**config.mk**
```make
export PLATFORM = sky130hd
export DESIGN_NAME = disp_serial_rx
export DESIGN_NICKNAME = d
export VERILOG_FILES = /design/src/rtl/disp_serial_rx_pkg.sv /design/src/rtl/dsr_sync.sv /design/src/rtl/dsr_frame.sv /design/src/rtl/dsr_addr.sv /design/src/rtl/disp_serial_rx.sv
export SDC_FILE = /design/constraint.sdc
export NUM_CORES = 1
export LEC_CHECK = 0
export CORE_MARGIN = 5
export CORE_UTILIZATION = 45
export CTS_BUF_LIST = sky130_fd_sc_hd__clkbuf_8
export DETAILED_ROUTE_END_ITERATION = 12
export PLACE_DENSITY = 0.77
export SYNTH_ARGS = -nofsm -noshare
export SYNTH_HDL_FRONTEND = slang
export SYNTH_SLANG_ARGS = --single-unit
```
**constraint.sdc**
```tcl
create_clock -name clk -period 1.52 [get_ports clk]
set_input_delay 0.38 -clock clk [delete_from_list [all_inputs] [get_ports clk]]
set_output_delay 0.38 -clock clk [all_outputs]
set_load 0.02 [all_outputs]
```
**src/rtl/disp_serial_rx_pkg.sv**
```systemverilog
package disp_serial_rx_pkg;
  typedef enum logic {
    KIND_CMD  = 1'b0,
    KIND_DATA = 1'b1
  } frame_kind_e;

  localparam int BYTE_W = 8;
endpackage

```
**src/rtl/dsr_sync.sv**
```systemverilog
// Two-flop synchronizer for a bundle of asynchronous level inputs.
module dsr_sync #(
  parameter int         W       = 1,
  parameter logic [W-1:0] RST_VAL = '0
) (
  input  logic         clk,
  input  logic         rst_n,
  input  logic [W-1:0] d_async,
  output logic [W-1:0] q_sync
);
  logic [W-1:0] meta;

  always_ff @(posedge clk or negedge rst_n) begin
    if (!rst_n) begin
      meta   <= RST_VAL;
      q_sync <= RST_VAL;
    end else begin
      meta   <= d_async;
      q_sync <= meta;
    end
  end
endmodule

```
**src/rtl/dsr_frame.sv**
```systemverilog
// Frame assembler: flag bit followed by an MSB-first byte.
module dsr_frame
  import disp_serial_rx_pkg::*;
(
  input  logic              clk,
  input  logic              rst_n,
  input  logic              sclk_s,
  input  logic              en_n_s,
  input  logic              dat_s,
  output logic              byte_valid,
  output frame_kind_e       byte_kind,
  output logic [BYTE_W-1:0] byte_val
);
  localparam int          CW   = $clog2(BYTE_W + 1);
  localparam logic [CW-1:0] LAST = CW'(BYTE_W);

  logic              sclk_d;
  logic [CW-1:0]     cnt;
  frame_kind_e       kind_q;
  logic [BYTE_W-1:0] shreg;
  logic              rise;
  logic [BYTE_W-1:0] shnext;

  assign rise   = sclk_s & ~sclk_d;
  assign shnext = {shreg[BYTE_W-2:0], dat_s};

  always_ff @(posedge clk or negedge rst_n) begin
    if (!rst_n) begin
      sclk_d     <= 1'b0;
      cnt        <= '0;
      kind_q     <= KIND_CMD;
      shreg      <= '0;
      byte_valid <= 1'b0;
      byte_kind  <= KIND_CMD;
      byte_val   <= '0;
    end else begin
      sclk_d     <= sclk_s;
      byte_valid <= 1'b0;
      if (en_n_s) begin
        cnt   <= '0;
        shreg <= '0;
      end else if (rise) begin
        if (cnt == '0) begin
          kind_q <= frame_kind_e'(dat_s);
          cnt    <= CW'(1);
        end else begin
          shreg <= shnext;
          if (cnt == LAST) begin
            cnt        <= '0;
            byte_valid <= 1'b1;
            byte_kind  <= kind_q;
            byte_val   <= shnext;
          end else begin
            cnt <= cnt + CW'(1);
          end
        end
      end
    end
  end
endmodule

```
**src/rtl/dsr_addr.sv**
```systemverilog
// Display RAM address counter with wrap and external load.
module dsr_addr #(
  parameter int DEPTH  = 864,
  parameter int ADDR_W = $clog2(DEPTH)
) (
  input  logic              clk,
  input  logic              rst_n,
  input  logic              inc,
  input  logic              load,
  input  logic [ADDR_W-1:0] load_val,
  output logic [ADDR_W-1:0] addr
);
  localparam logic [ADDR_W-1:0] TOP = ADDR_W'(DEPTH - 1);

  always_ff @(posedge clk or negedge rst_n) begin
    if (!rst_n)       addr <= '0;
    else if (load)    addr <= load_val;
    else if (inc)     addr <= (addr == TOP) ? '0 : addr + ADDR_W'(1);
  end
endmodule

```
**src/rtl/disp_serial_rx.sv**
```systemverilog
module disp_serial_rx
  import disp_serial_rx_pkg::*;
#(
  parameter int DEPTH  = 864,
  parameter int ADDR_W = $clog2(DEPTH)
) (
  input  logic              clk,
  input  logic              rst_n,
  input  logic              link_en_n,
  input  logic              link_clk,
  input  logic              link_dat,
  input  logic              set_addr,
  input  logic [ADDR_W-1:0] set_addr_value,
  output logic              cmd_valid,
  output logic [7:0]        cmd_byte,
  output logic              ram_we,
  output logic [7:0]        ram_data,
  output logic [ADDR_W-1:0] ram_addr
);
  logic [2:0]        sync_q;
  logic              byte_valid;
  frame_kind_e       byte_kind;
  logic [BYTE_W-1:0] byte_val;

  dsr_sync #(.W(3), .RST_VAL(3'b100)) u_sync (
    .clk     (clk),
    .rst_n   (rst_n),
    .d_async ({link_en_n, link_clk, link_dat}),
    .q_sync  (sync_q)
  );

  dsr_frame u_frame (
    .clk        (clk),
    .rst_n      (rst_n),
    .sclk_s     (sync_q[1]),
    .en_n_s     (sync_q[2]),
    .dat_s      (sync_q[0]),
    .byte_valid (byte_valid),
    .byte_kind  (byte_kind),
    .byte_val   (byte_val)
  );

  assign cmd_valid = byte_valid && (byte_kind == KIND_CMD);
  assign ram_we    = byte_valid && (byte_kind == KIND_DATA);
  assign cmd_byte  = byte_val;
  assign ram_data  = byte_val;

  dsr_addr #(.DEPTH(DEPTH), .ADDR_W(ADDR_W)) u_addr (
    .clk      (clk),
    .rst_n    (rst_n),
    .inc      (ram_we),
    .load     (set_addr),
    .load_val (set_addr_value),
    .addr     (ram_addr)
  );
endmodule

```
==> results.sh, run 1 <==
export IMPL_ant_nets=0
export IMPL_cp_end_kind="flip-flop"
export IMPL_ys_types=28
export IMPL_crit_path_top_delay_cell="dfrtp_1"
export IMPL_dp_cells=246
export IMPL_finalWirelength_um=3934
export IMPL_period_share_pct=100.2
export IMPL_hpwl_um=2756
export IMPL_yosys_register_bits=39
export IMPL_finalSetupViolCount=1
export IMPL_final_nets=231
export IMPL_ys_warn_count=0
export IMPL_clock_sinks=39
export IMPL_drive_gt1_share_pct=28.64
export IMPL_violations="negative setup slack"
export IMPL_first_iter_violations=109
export IMPL_gr_usage_all_layers_pct=16.47
export IMPL_grt_pass1_wl_um=6699
export IMPL_post_route_drc_count=0
export IMPL_die_height_um=72.10
export IMPL_synth_seq_area_share_pct=56.38
export IMPL_worst_slew_pin_slew_ps=345.2
export IMPL_arrival_ps=1700
export IMPL_critPathLaunchType="flip-flop"
export IMPL_final_common_cell="dfrtp_1"
export IMPL_cellLeakagePower_nw=1.191
export IMPL_clk_latency_ps=300
export IMPL_drt_pass1_iterations=4
export IMPL_synth_cells=149
export IMPL_max_cap_viol_count=0
export IMPL_grt_pass1_vias=1425
export IMPL_rows=22
export IMPL_syn_to_final_growth_pct=43.69
export IMPL_grt_overflow=0
export IMPL_outcome="finished, violations left"
export IMPL_pre_cts_ws_ps=-227.4
export IMPL_numPortBuffers=43
export IMPL_fin_worst_skew_ps=5.666
export IMPL_cpPeakStageDelay_ps=410
export IMPL_grt_start_max_net_pins=40
export IMPL_relSlewSlack_pct=76.67
export IMPL_finalPower_mw=2.176
export IMPL_fin_cells=261
export IMPL_dieArea_mm2=0.005198
export IMPL_coreArea_mm2=0.003689
export IMPL_hold_violations=0
export IMPL_start_util_pct=47.05
export IMPL_cts_tree="done"
export IMPL_routed_via_density=5.192
export IMPL_power_density_mw_per_mm2=872.7
export IMPL_synth_nets=168
export IMPL_clk_path_buf_depth=2
export IMPL_io_pins=44
export IMPL_final_cell_mix="dfrtp_1 (37), dlygate4sd2_1 (26), buf_4 (22), clkdlybuf4s50_1 (14), nand2_1 (12)"
export IMPL_crit_required_ps=1700
export IMPL_numCtsBuffers=5
export IMPL_maxSlewViolCount=0
export IMPL_cts_clk_slew_worst_paths_ps=80
export IMPL_min_path_type="in -> async"
export IMPL_root_buffer="clkbuf_8"
export IMPL_crit_type="reg -> reg"
export IMPL_antenna_cells=0
export IMPL_min_period_ps=1523
export IMPL_vias=1355
export IMPL_crit_chain="inv_2 -> ha_4 -> nand2b_4 -> nor4_4 -> buf_6 -> mux2_4"
export IMPL_ctsHoldBuffers=0
export IMPL_place_congestion=0.8725
export IMPL_cts_max_level=2
export IMPL_synth_area_mm2=0.001735
export IMPL_peakVddDrop_v=0.0005453
export IMPL_final_setup_worst_slack_ps=-3.012
export IMPL_wl_per_cell_um=15.07
export IMPL_fmax_mhz=656.6
export IMPL_antenna_found_initial=0
export IMPL_cp_max_fo=7
export IMPL_rsz0062_at_grt="yes"
export IMPL_die_x_um=72.10
export IMPL_syn_area_per_cell_um2=11.65
==> repair_timing <==
item                       CTS  global route
setup endpoints to repair   50            24
buffers inserted             3             4
gates resized for setup     48             9
pin swaps                    0             0
==> final timing paths <==
kind | endpoint | cells past startpoint | slack, ps | start
hold reg to reg | u_sync.q_sync[1]$_DFF_PN0_ | 0 | 350 | u_sync.meta[1]$_DFF_PN0_
max in group asynchronous | u_sync.meta[2]$_DFF_PN1_ | 2 | 1250 | rst_n
hold / removal | u_sync.meta[1]$_DFF_PN0_ | 2 | 30 | rst_n
min in group clk | u_sync.q_sync[1]$_DFF_PN0_ | 0 | 350 | u_sync.meta[1]$_DFF_PN0_
setup reg to reg | u_frame.byte_val[1]$_DFFE_PN0P_ | 6 | -3 | u_frame.cnt[1]$_DFFE_PN0P_
setup / recovery | u_frame.byte_val[1]$_DFFE_PN0P_ | 6 | -3 | u_frame.cnt[1]$_DFFE_PN0P_
==> sequential cells by signal, summed over array words and instances (netlist names), 3 cells and up <==
name,count
u_addr.addr,10
u_frame.byte_val,8
u_frame.cnt,4
u_frame.shreg,7
u_sync.meta,3
u_sync.q_sync,3
==> critical path, delay by kind of cell (launching register included) <==
family	cells	cell delay, ps
DFF	1	410
and+or+nand+nor	2	260
adders and majority gates	1	140
muxes	1	310
buffers and inverters	2	290
==> per-layer routing <==
layer | vias to the layer above | track usage (%) | part of all wire [%]
li1 | 639 | - | -
met1 | 669 | 21.02 | 44
met2 | 43 | 26.19 | 49
met3 | 4 | 5.263 | 5.2
met4 | 0 | 6.054 | 1.4
met5 | - | 0 | 0
==> per-stage QoR <==
| step | setup TNS (ps) | hold slack, ps | instance area [um2] | util, % |
|---|---|---|---|---|
| floorplan | -1140 | 84.41 | 1749 | - |
| global placement | -1535 | 333.1 | 2296 | 62.25 |
| detailed placement | -2709 | 336.3 | 2296 | 62.25 |
| CTS | -6.386 | 33.80 | 2444 | 66.25 |
| global route | -470.6 | 36.83 | 2494 | 67.61 |
| finish | -3.012 | 27.26 | 2494 | 67.61 |
==> synth_stat cells (all sizes together) <==
master  count  area, um2
nor2b       3      18.77
nand4       4      25.02
nor4        4      40.04
xnor2       6      52.55
nor3b       1      7.510
mux2       10      112.6
and3        1      6.260
nor4bb      2      20.02
inv         5      18.77
a22o        7      61.31
mux2i       4      40.04
buf         9      71.32
xor2        2      17.52
nand2b      2      12.51
dfrtp      37      925.9
o21bai      1      7.510
nand3       3      15.01
ha          3      37.54
clkbuf      2      7.510
dfstp       2      52.55
nor3        3      15.01
nor2        8      30.03
o21ba       1      10.01
a21oi       7      35.03
o21ai      10      50.05
nand2      12      45.04
==> report_power, final <==
group | switching [mW] | internal (mW) | total, mW
Sequential | 0.0405 | 1.08 | 1.12
Combinational | 0.158 | 0.163 | 0.321
Clock | 0.403 | 0.328 | 0.731
==> cell type report <==
type	instances	area (um2)
Clock inverter	3	23.77
Timing Repair Buffer	67	579.3
Multi-Input combinational cell	94	764.5
Fill cell	294	1195
Sequential cell	39	978.4
Inverter	5	18.77
Clock buffer	5	68.82
Tap cell	48	60.06
==> logic make-up after synthesis <==
family                     synth area share, %
muxes                                    8.796
and+or+nand+nor                          13.55
buffers and inverters                    5.624
xor gates and xnor gates                 4.038
DFF                                      56.38
adders and majority gates                2.163
AOI/OAI and AO/OA                        9.445
Power figures use the tool's default switching activity.
==> run 2: changes to the inputs <==
Settings changed: CORE_ASPECT_RATIO set to 1.4, GPL_TIMING_DRIVEN set to 0.
==> run 2 against run 1 <==
  * The flow now finishes without violations
  * Sequential cell count unchanged
  * Global-route usage down 0.25 points
  * Clock skew down 2.1 ps
  * Worst setup slack better by 17 ps
  * Die area up 0.34%
  * First-iteration DRC count down 63%
  * Routed wire length up 8.7%
  * Final area up 1.4%
  * Largest power group unchanged
==> results.sh, run 2 (synthesis results as in run 1) <==
export IMPL_outcome="finished clean"
export IMPL_min_path_type="in -> async"
export IMPL_power_density_mw_per_mm2=845.1
export IMPL_final_cell_mix="dfrtp_1 (32), buf_4 (24), dlygate4sd2_1 (16), clkdlybuf4s50_1 (13), nand2_1 (10)"
export IMPL_final_setup_tns_ps=0
export IMPL_rows=26
export IMPL_fin_area_mm2=0.002527
export IMPL_cp_max_fo=3
export IMPL_crit_type="reg -> reg"
export IMPL_cts_tree="done"
export IMPL_cp_buffers_inverters=2
export IMPL_worst_slew_pin_slew_ps=827.1
export IMPL_internal_power_mw=1.594
export IMPL_finalSetupViolCount=0
export IMPL_post_route_drc_count=0
export IMPL_crit_chain="inv_2 -> ha_4 -> nand2b_4 -> buf_4 -> nor4_2 -> mux2_2"
export IMPL_pre_cts_ws_ps=-394.7
export IMPL_coreArea_mm2=0.003676
export IMPL_max_flop_register="u_addr.addr"
export IMPL_drt_pass1_iterations=4
export IMPL_antenna_found_initial=0
export IMPL_n_fill_cell=275
export IMPL_switchingPower_uw=542.2
export IMPL_first_iter_violations=40
export IMPL_fin_cells=257
export IMPL_dieArea_mm2=0.005216
export IMPL_largest_reg_flops=10
export IMPL_clock_sinks=39
export IMPL_start_util_pct=47.21
export IMPL_period_share_pct=99.06
export IMPL_hold_ws_ps=184.2
export IMPL_final_nets=234
export IMPL_hpwl_um=2727
export IMPL_finalWirelength_um=4277
export IMPL_top_usage_layer="met2"
export IMPL_hold_violations=0
export IMPL_grt_pass1_wl_um=6810
export IMPL_grt_util_met2_pct=28.40
export IMPL_die_x_um=62.49
export IMPL_power_frac_comb_pct=14.4
export IMPL_grt_start_max_net_pins=40
export IMPL_ctsHoldBuffers=0
export IMPL_finalPower_mw=2.136
export IMPL_numCtsBuffers=5
export IMPL_peakVddDrop_v=0.0008572
export IMPL_cts_clk_slew_worst_paths_ps=70
export IMPL_relSlewSlack_pct=44.86
export IMPL_final_setup_worst_slack_ps=14.27
export IMPL_clk_latency_ps=290
export IMPL_cts_max_level=2
export IMPL_critPathLaunchType="flip-flop"
export IMPL_place_area_mm2=0.002227
export IMPL_grt_met3_usage_pct=4.852
export IMPL_clk_path_buf_depth=2
export IMPL_final_common_cell="dfrtp_1"
export IMPL_gr_usage_all_layers_pct=16.22
export IMPL_seq_power_share_pct=53.3
export IMPL_crit_path_top_delay_cell="dfrtp_1"
export IMPL_cp_end_kind="flip-flop"
export IMPL_cpPeakStageDelay_ps=400
export IMPL_root_buffer="clkbuf_8"
export IMPL_dp_cells=234
export IMPL_syn_to_final_growth_pct=45.64
export IMPL_max_cap_viol_count=0
export IMPL_wl_per_cell_um=16.64
export IMPL_use_met1_pct=18.82
export IMPL_rsz0062_at_grt="yes"
export IMPL_antenna_cells=0
export IMPL_fin_worst_skew_ps=3.581
export IMPL_p_sw_share_pct=25.39
export IMPL_ant_nets=0
export IMPL_die_height_um=83.48
export IMPL_grt_pass1_vias=1429
export IMPL_grt_overflow=0
export IMPL_min_period_ps=1506
export IMPL_maxSlewViolCount=0
export IMPL_fmax_mhz=664.1
export IMPL_arrival_ps=1680
export IMPL_numPortBuffers=43
export IMPL_clkPwrFrac_pct=32.4
export IMPL_crit_required_ps=1690
export IMPL_vias=1378
export IMPL_utilization_pct=68.75
export IMPL_routed_via_density=5.362
export IMPL_crit_family="flip-flops"
export IMPL_top_regs="u_addr.addr x10, u_frame.byte_val x8, u_frame.shreg x7"
export IMPL_place_congestion=0.7542
export IMPL_drive_gt1_share_pct=37.21
export IMPL_cellLeakagePower_nw=1.190
export IMPL_io_pins=44
run 2: final cells by class:
type	count	area (um2)	area share, %
Tap cell	42	52.55	2.079
Clock inverter	1	5.005	0.1980
Multi-Input combinational cell	94	802.0	31.73
Sequential cell	39	984.7	38.96
Clock buffer	6	82.58	3.267
Buffer	10	75.07	2.970
Timing Repair Buffer	60	506.7	20.05
Inverter	5	18.77	0.7426
run 2: final timing paths:
| kind | cells past startpoint | slack, ps | start | to |
|---|---|---|---|---|
| setup / recovery | 6 | 10 | u_frame.cnt[0]$_DFFE_PN0P_ | u_frame.kind_q$_DFFE_PN0P_ |
| hold / removal | 1 | 180 | rst_n | u_frame.byte_val[4]$_DFFE_PN0P_ |
| setup reg to reg | 6 | 10 | u_frame.cnt[0]$_DFFE_PN0P_ | u_frame.kind_q$_DFFE_PN0P_ |
| hold reg to reg | 0 | 350 | u_sync.meta[0]$_DFF_PN0_ | u_sync.q_sync[0]$_DFF_PN0_ |
| max in group asynchronous | 1 | 760 | rst_n | u_addr.addr[7]$_DFFE_PN0P_ |
| min in group clk | 0 | 350 | u_sync.meta[0]$_DFF_PN0_ | u_sync.q_sync[0]$_DFF_PN0_ |
run 2: what timing repair did:
item / CTS / global route
setup buffers: 8 / 9
cloned: 0 / 0
setup endpoints to repair: 52 / 32
resized for setup: 60 / 35
pin swaps: 2 / 11
run 2: routing by layer:
metal  part of all wire [%]  vias up
li1                       -      644
met1                     39      690
met2                     55       40
met3                    4.3        4
met4                    1.3        0
met5                      0        -
run 2: power groups by stage:
stage          Combinational, mW  Sequential [mW]  Clock (mW)
3_5_place_dp               0.265             1.15           0
5_1_grt                    0.338             1.14       0.748
4_1_cts                    0.269             1.13       0.715
6_report                   0.307             1.14       0.692
3_3_place_gp               0.260             1.15           0
2_1_floorplan              0.103             1.17           0
run 2: worst reg2reg max path, stage by stage (launching register included):
cell and delay [ps]:
dfrtp_1 400, inv_2 90, ha_4 150, nand2b_4 70, buf_4 150, nor4_2 170
mux2_2 360
==> run 3: changes to the inputs <==
Settings changed: CORE_UTILIZATION 45 to 50, PLACE_DENSITY 0.77 to 0.81.
Clock period 1.52 ns to 1.65 ns, I/O delays scaled along.
==> run 3 against run 2 <==
  * Final area down 5.2%
  * Worst setup slack better by 73 ps
  * Non-clock buffer count down 10
  * Sequential power down 9%
  * Sequential share of layout area up 1.9 points
  * Combinational power down 20%
  * Register-to-register slack better by 90 ps
  * First-iteration DRC count down 33%
  * Routed wire length down 6.4%
  * Count of clock-buffer cells in the layout unchanged
  * Die area down 8.6%
  * Largest cell class unchanged
==> results.sh, run 3 (synthesis results as in run 1) <==
export IMPL_outcome="finished clean"
export IMPL_startpoint="u_addr.addr[2]$_DFFE_PN0P_"
export IMPL_root_buffer="clkbuf_8"
export IMPL_min_path_type="in -> async"
export IMPL_crit_chain="dlygate4sd2_1"
export IMPL_routed_via_density=5.488
export IMPL_gr_usage_all_layers_pct=18.74
export IMPL_clk_latency_ps=290
export IMPL_min_period_ps=1562
export IMPL_reg2reg_to="u_frame.byte_val[2]$_DFFE_PN0P_"
export IMPL_max_flop_register="u_addr.addr"
export IMPL_hold_violations=0
export IMPL_die_x_um=59.79
export IMPL_arrival_ps=1150
export IMPL_fin_worst_skew_ps=4.705
export IMPL_final_cell_mix="dfrtp_1 (37), dlygate4sd2_1 (26), buf_4 (14), clkdlybuf4s50_1 (13), nand2_1 (11)"
export IMPL_syn_to_final_growth_pct=38.07
export IMPL_cp_end_kind="output port"
export IMPL_largest_reg_flops=10
export IMPL_ctsHoldBuffers=0
export IMPL_crit_family="flip-flops"
export IMPL_finalPower_mw=2.114
export IMPL_crit_cells=1
export IMPL_clk_path_buf_depth=2
export IMPL_cpPeakStageDelay_ps=480
export IMPL_antenna_found_initial=0
export IMPL_crit_required_ps=1240
export IMPL_drive_gt1_share_pct=24.76
export IMPL_drt_pass1_iterations=4
export IMPL_ant_nets=0
export IMPL_maxSlewViolCount=0
export IMPL_start_util_pct=51.37
export IMPL_top_regs="u_addr.addr x10, u_frame.byte_val x8, u_frame.shreg x7"
export IMPL_coreArea_mm2=0.003378
export IMPL_grt_pass1_wl_um=6713
export IMPL_cp_buffers_inverters=1
export IMPL_period_share_pct=94.69
export IMPL_vias=1350
export IMPL_finalSetupViolCount=0
export IMPL_numCtsBuffers=5
export IMPL_numPortBuffers=43
export IMPL_hpwl_um=2799
export IMPL_reg2reg_setup_slack_ps=100
export IMPL_cts_clk_slew_worst_paths_ps=80
export IMPL_grt_start_max_net_pins=40
export IMPL_die_height_um=79.71
export IMPL_peakVddDrop_v=0.0007572
export IMPL_cts_tree="done"
export IMPL_max_cap_viol_count=0
export IMPL_crit_type="reg -> out"
export IMPL_final_nets=224
export IMPL_post_route_drc_count=0
export IMPL_finalWirelength_um=4004
export IMPL_io_pins=44
export IMPL_r2r_start="u_frame.cnt[0]$_DFFE_PN0P_"
export IMPL_wl_per_cell_um=16.28
export IMPL_hold_ws_ps=216.9
export IMPL_relSlewSlack_pct=44.42
export IMPL_place_congestion=0.8265
export IMPL_cp_max_fo=7
export IMPL_crit_path_top_delay_cell="dfrtp_1"
export IMPL_r2r_cells=6
export IMPL_fmax_mhz=640.0
export IMPL_worstSetupEndpoint="ram_addr[2]"
export IMPL_dp_cells=232
export IMPL_worst_slew_pin_slew_ps=833.7
export IMPL_rsz0062_at_grt="no"
export IMPL_final_setup_tns_ps=0
export IMPL_cellLeakagePower_nw=1.164
export IMPL_clock_sinks=39
export IMPL_cts_max_level=2
export IMPL_first_iter_violations=27
export IMPL_dieArea_mm2=0.004766
export IMPL_fin_cells=246
export IMPL_power_density_mw_per_mm2=882.3
export IMPL_grt_overflow=0
export IMPL_grt_pass1_vias=1509
export IMPL_antenna_cells=0
export IMPL_final_common_cell="dfrtp_1"
export IMPL_utilization_pct=70.93
export IMPL_critPathLaunchType="flip-flop"
export IMPL_rows=25
-- run 3: cell types whose count changed in the layout (fill, tap and decap cells not counted), sizes merged --
| cell | before | now |
|---|---|---|
| dlymetal6s2s | 0 | 1 |
| clkbuf | 10 | 8 |
| clkdlybuf4s15 | 7 | 0 |
| bufinv | 0 | 1 |
| dlygate4sd2 | 16 | 26 |
| buf | 30 | 18 |
-- run 3: area by class of cell --
type	instances	area (um2)
Inverter	5	18.77
Sequential cell	39	978.4
Tap cell	40	50.05
Timing Repair Buffer	50	441.7
Clock buffer	6	82.58
Buffer	10	75.07
Multi-Input combinational cell	94	714.4
Fill cell	264	982.2
Clock inverter	2	35.03
-- run 3: power by group --
part	internal, mW	switching, mW	total (mW)
clock network	0.489	0.335	0.825
logic	0.116	0.129	0.245
registers	0.998	0.0465	1.04
-- run 3: how the worst min path moves through the flow --
stage	from	endpoint	cells after the start	slack [ps]
final	rst_n	u_frame.byte_val[0]$_DFFE_PN0P_	1	220
after global routing	rst_n	u_frame.byte_val[0]$_DFFE_PN0P_	1	290
after CTS	rst_n	u_frame.cnt[1]$_DFFE_PN0P_	1	240
after detailed placement	u_sync.meta[0]$_DFF_PN0_	u_sync.q_sync[0]$_DFF_PN0_	0	350
after global placement	u_sync.meta[1]$_DFF_PN0_	u_sync.q_sync[1]$_DFF_PN0_	0	340
after floorplan	rst_n	u_addr.addr[0]$_DFFE_PN0P_	0	120
-- run 3: layer usage --
metal	track usage, %	part of all wire, %	vias to the layer above	routed length, um
li1	-	-	621	-
met5	0	0	-	0
met1	18.61	35	665	1406
met2	34.31	55	53	2211
met4	7.982	2.4	0	97
met3	5.825	7.2	11	289
-- run 3: what timing repair did --
item | 4_1_cts | 5_1_grt
pin swaps | 2 | 2
resized for setup | 39 | 9
cloned | 1 | 0
endpoints found under the setup margin | 50 | 20
buffers inserted | 3 | 3
-- run 3: stage by stage --
| stage | instance area [um2] | setup WS (ps) |
|---|---|---|
| finish | 2396 | 87.57 |
| global route | 2396 | 17.50 |
| floorplan | 1735 | -14.78 |
| global placement | 2216 | -651.3 |
| CTS | 2356 | 9.336 |
| detailed placement | 2211 | -310.2 |
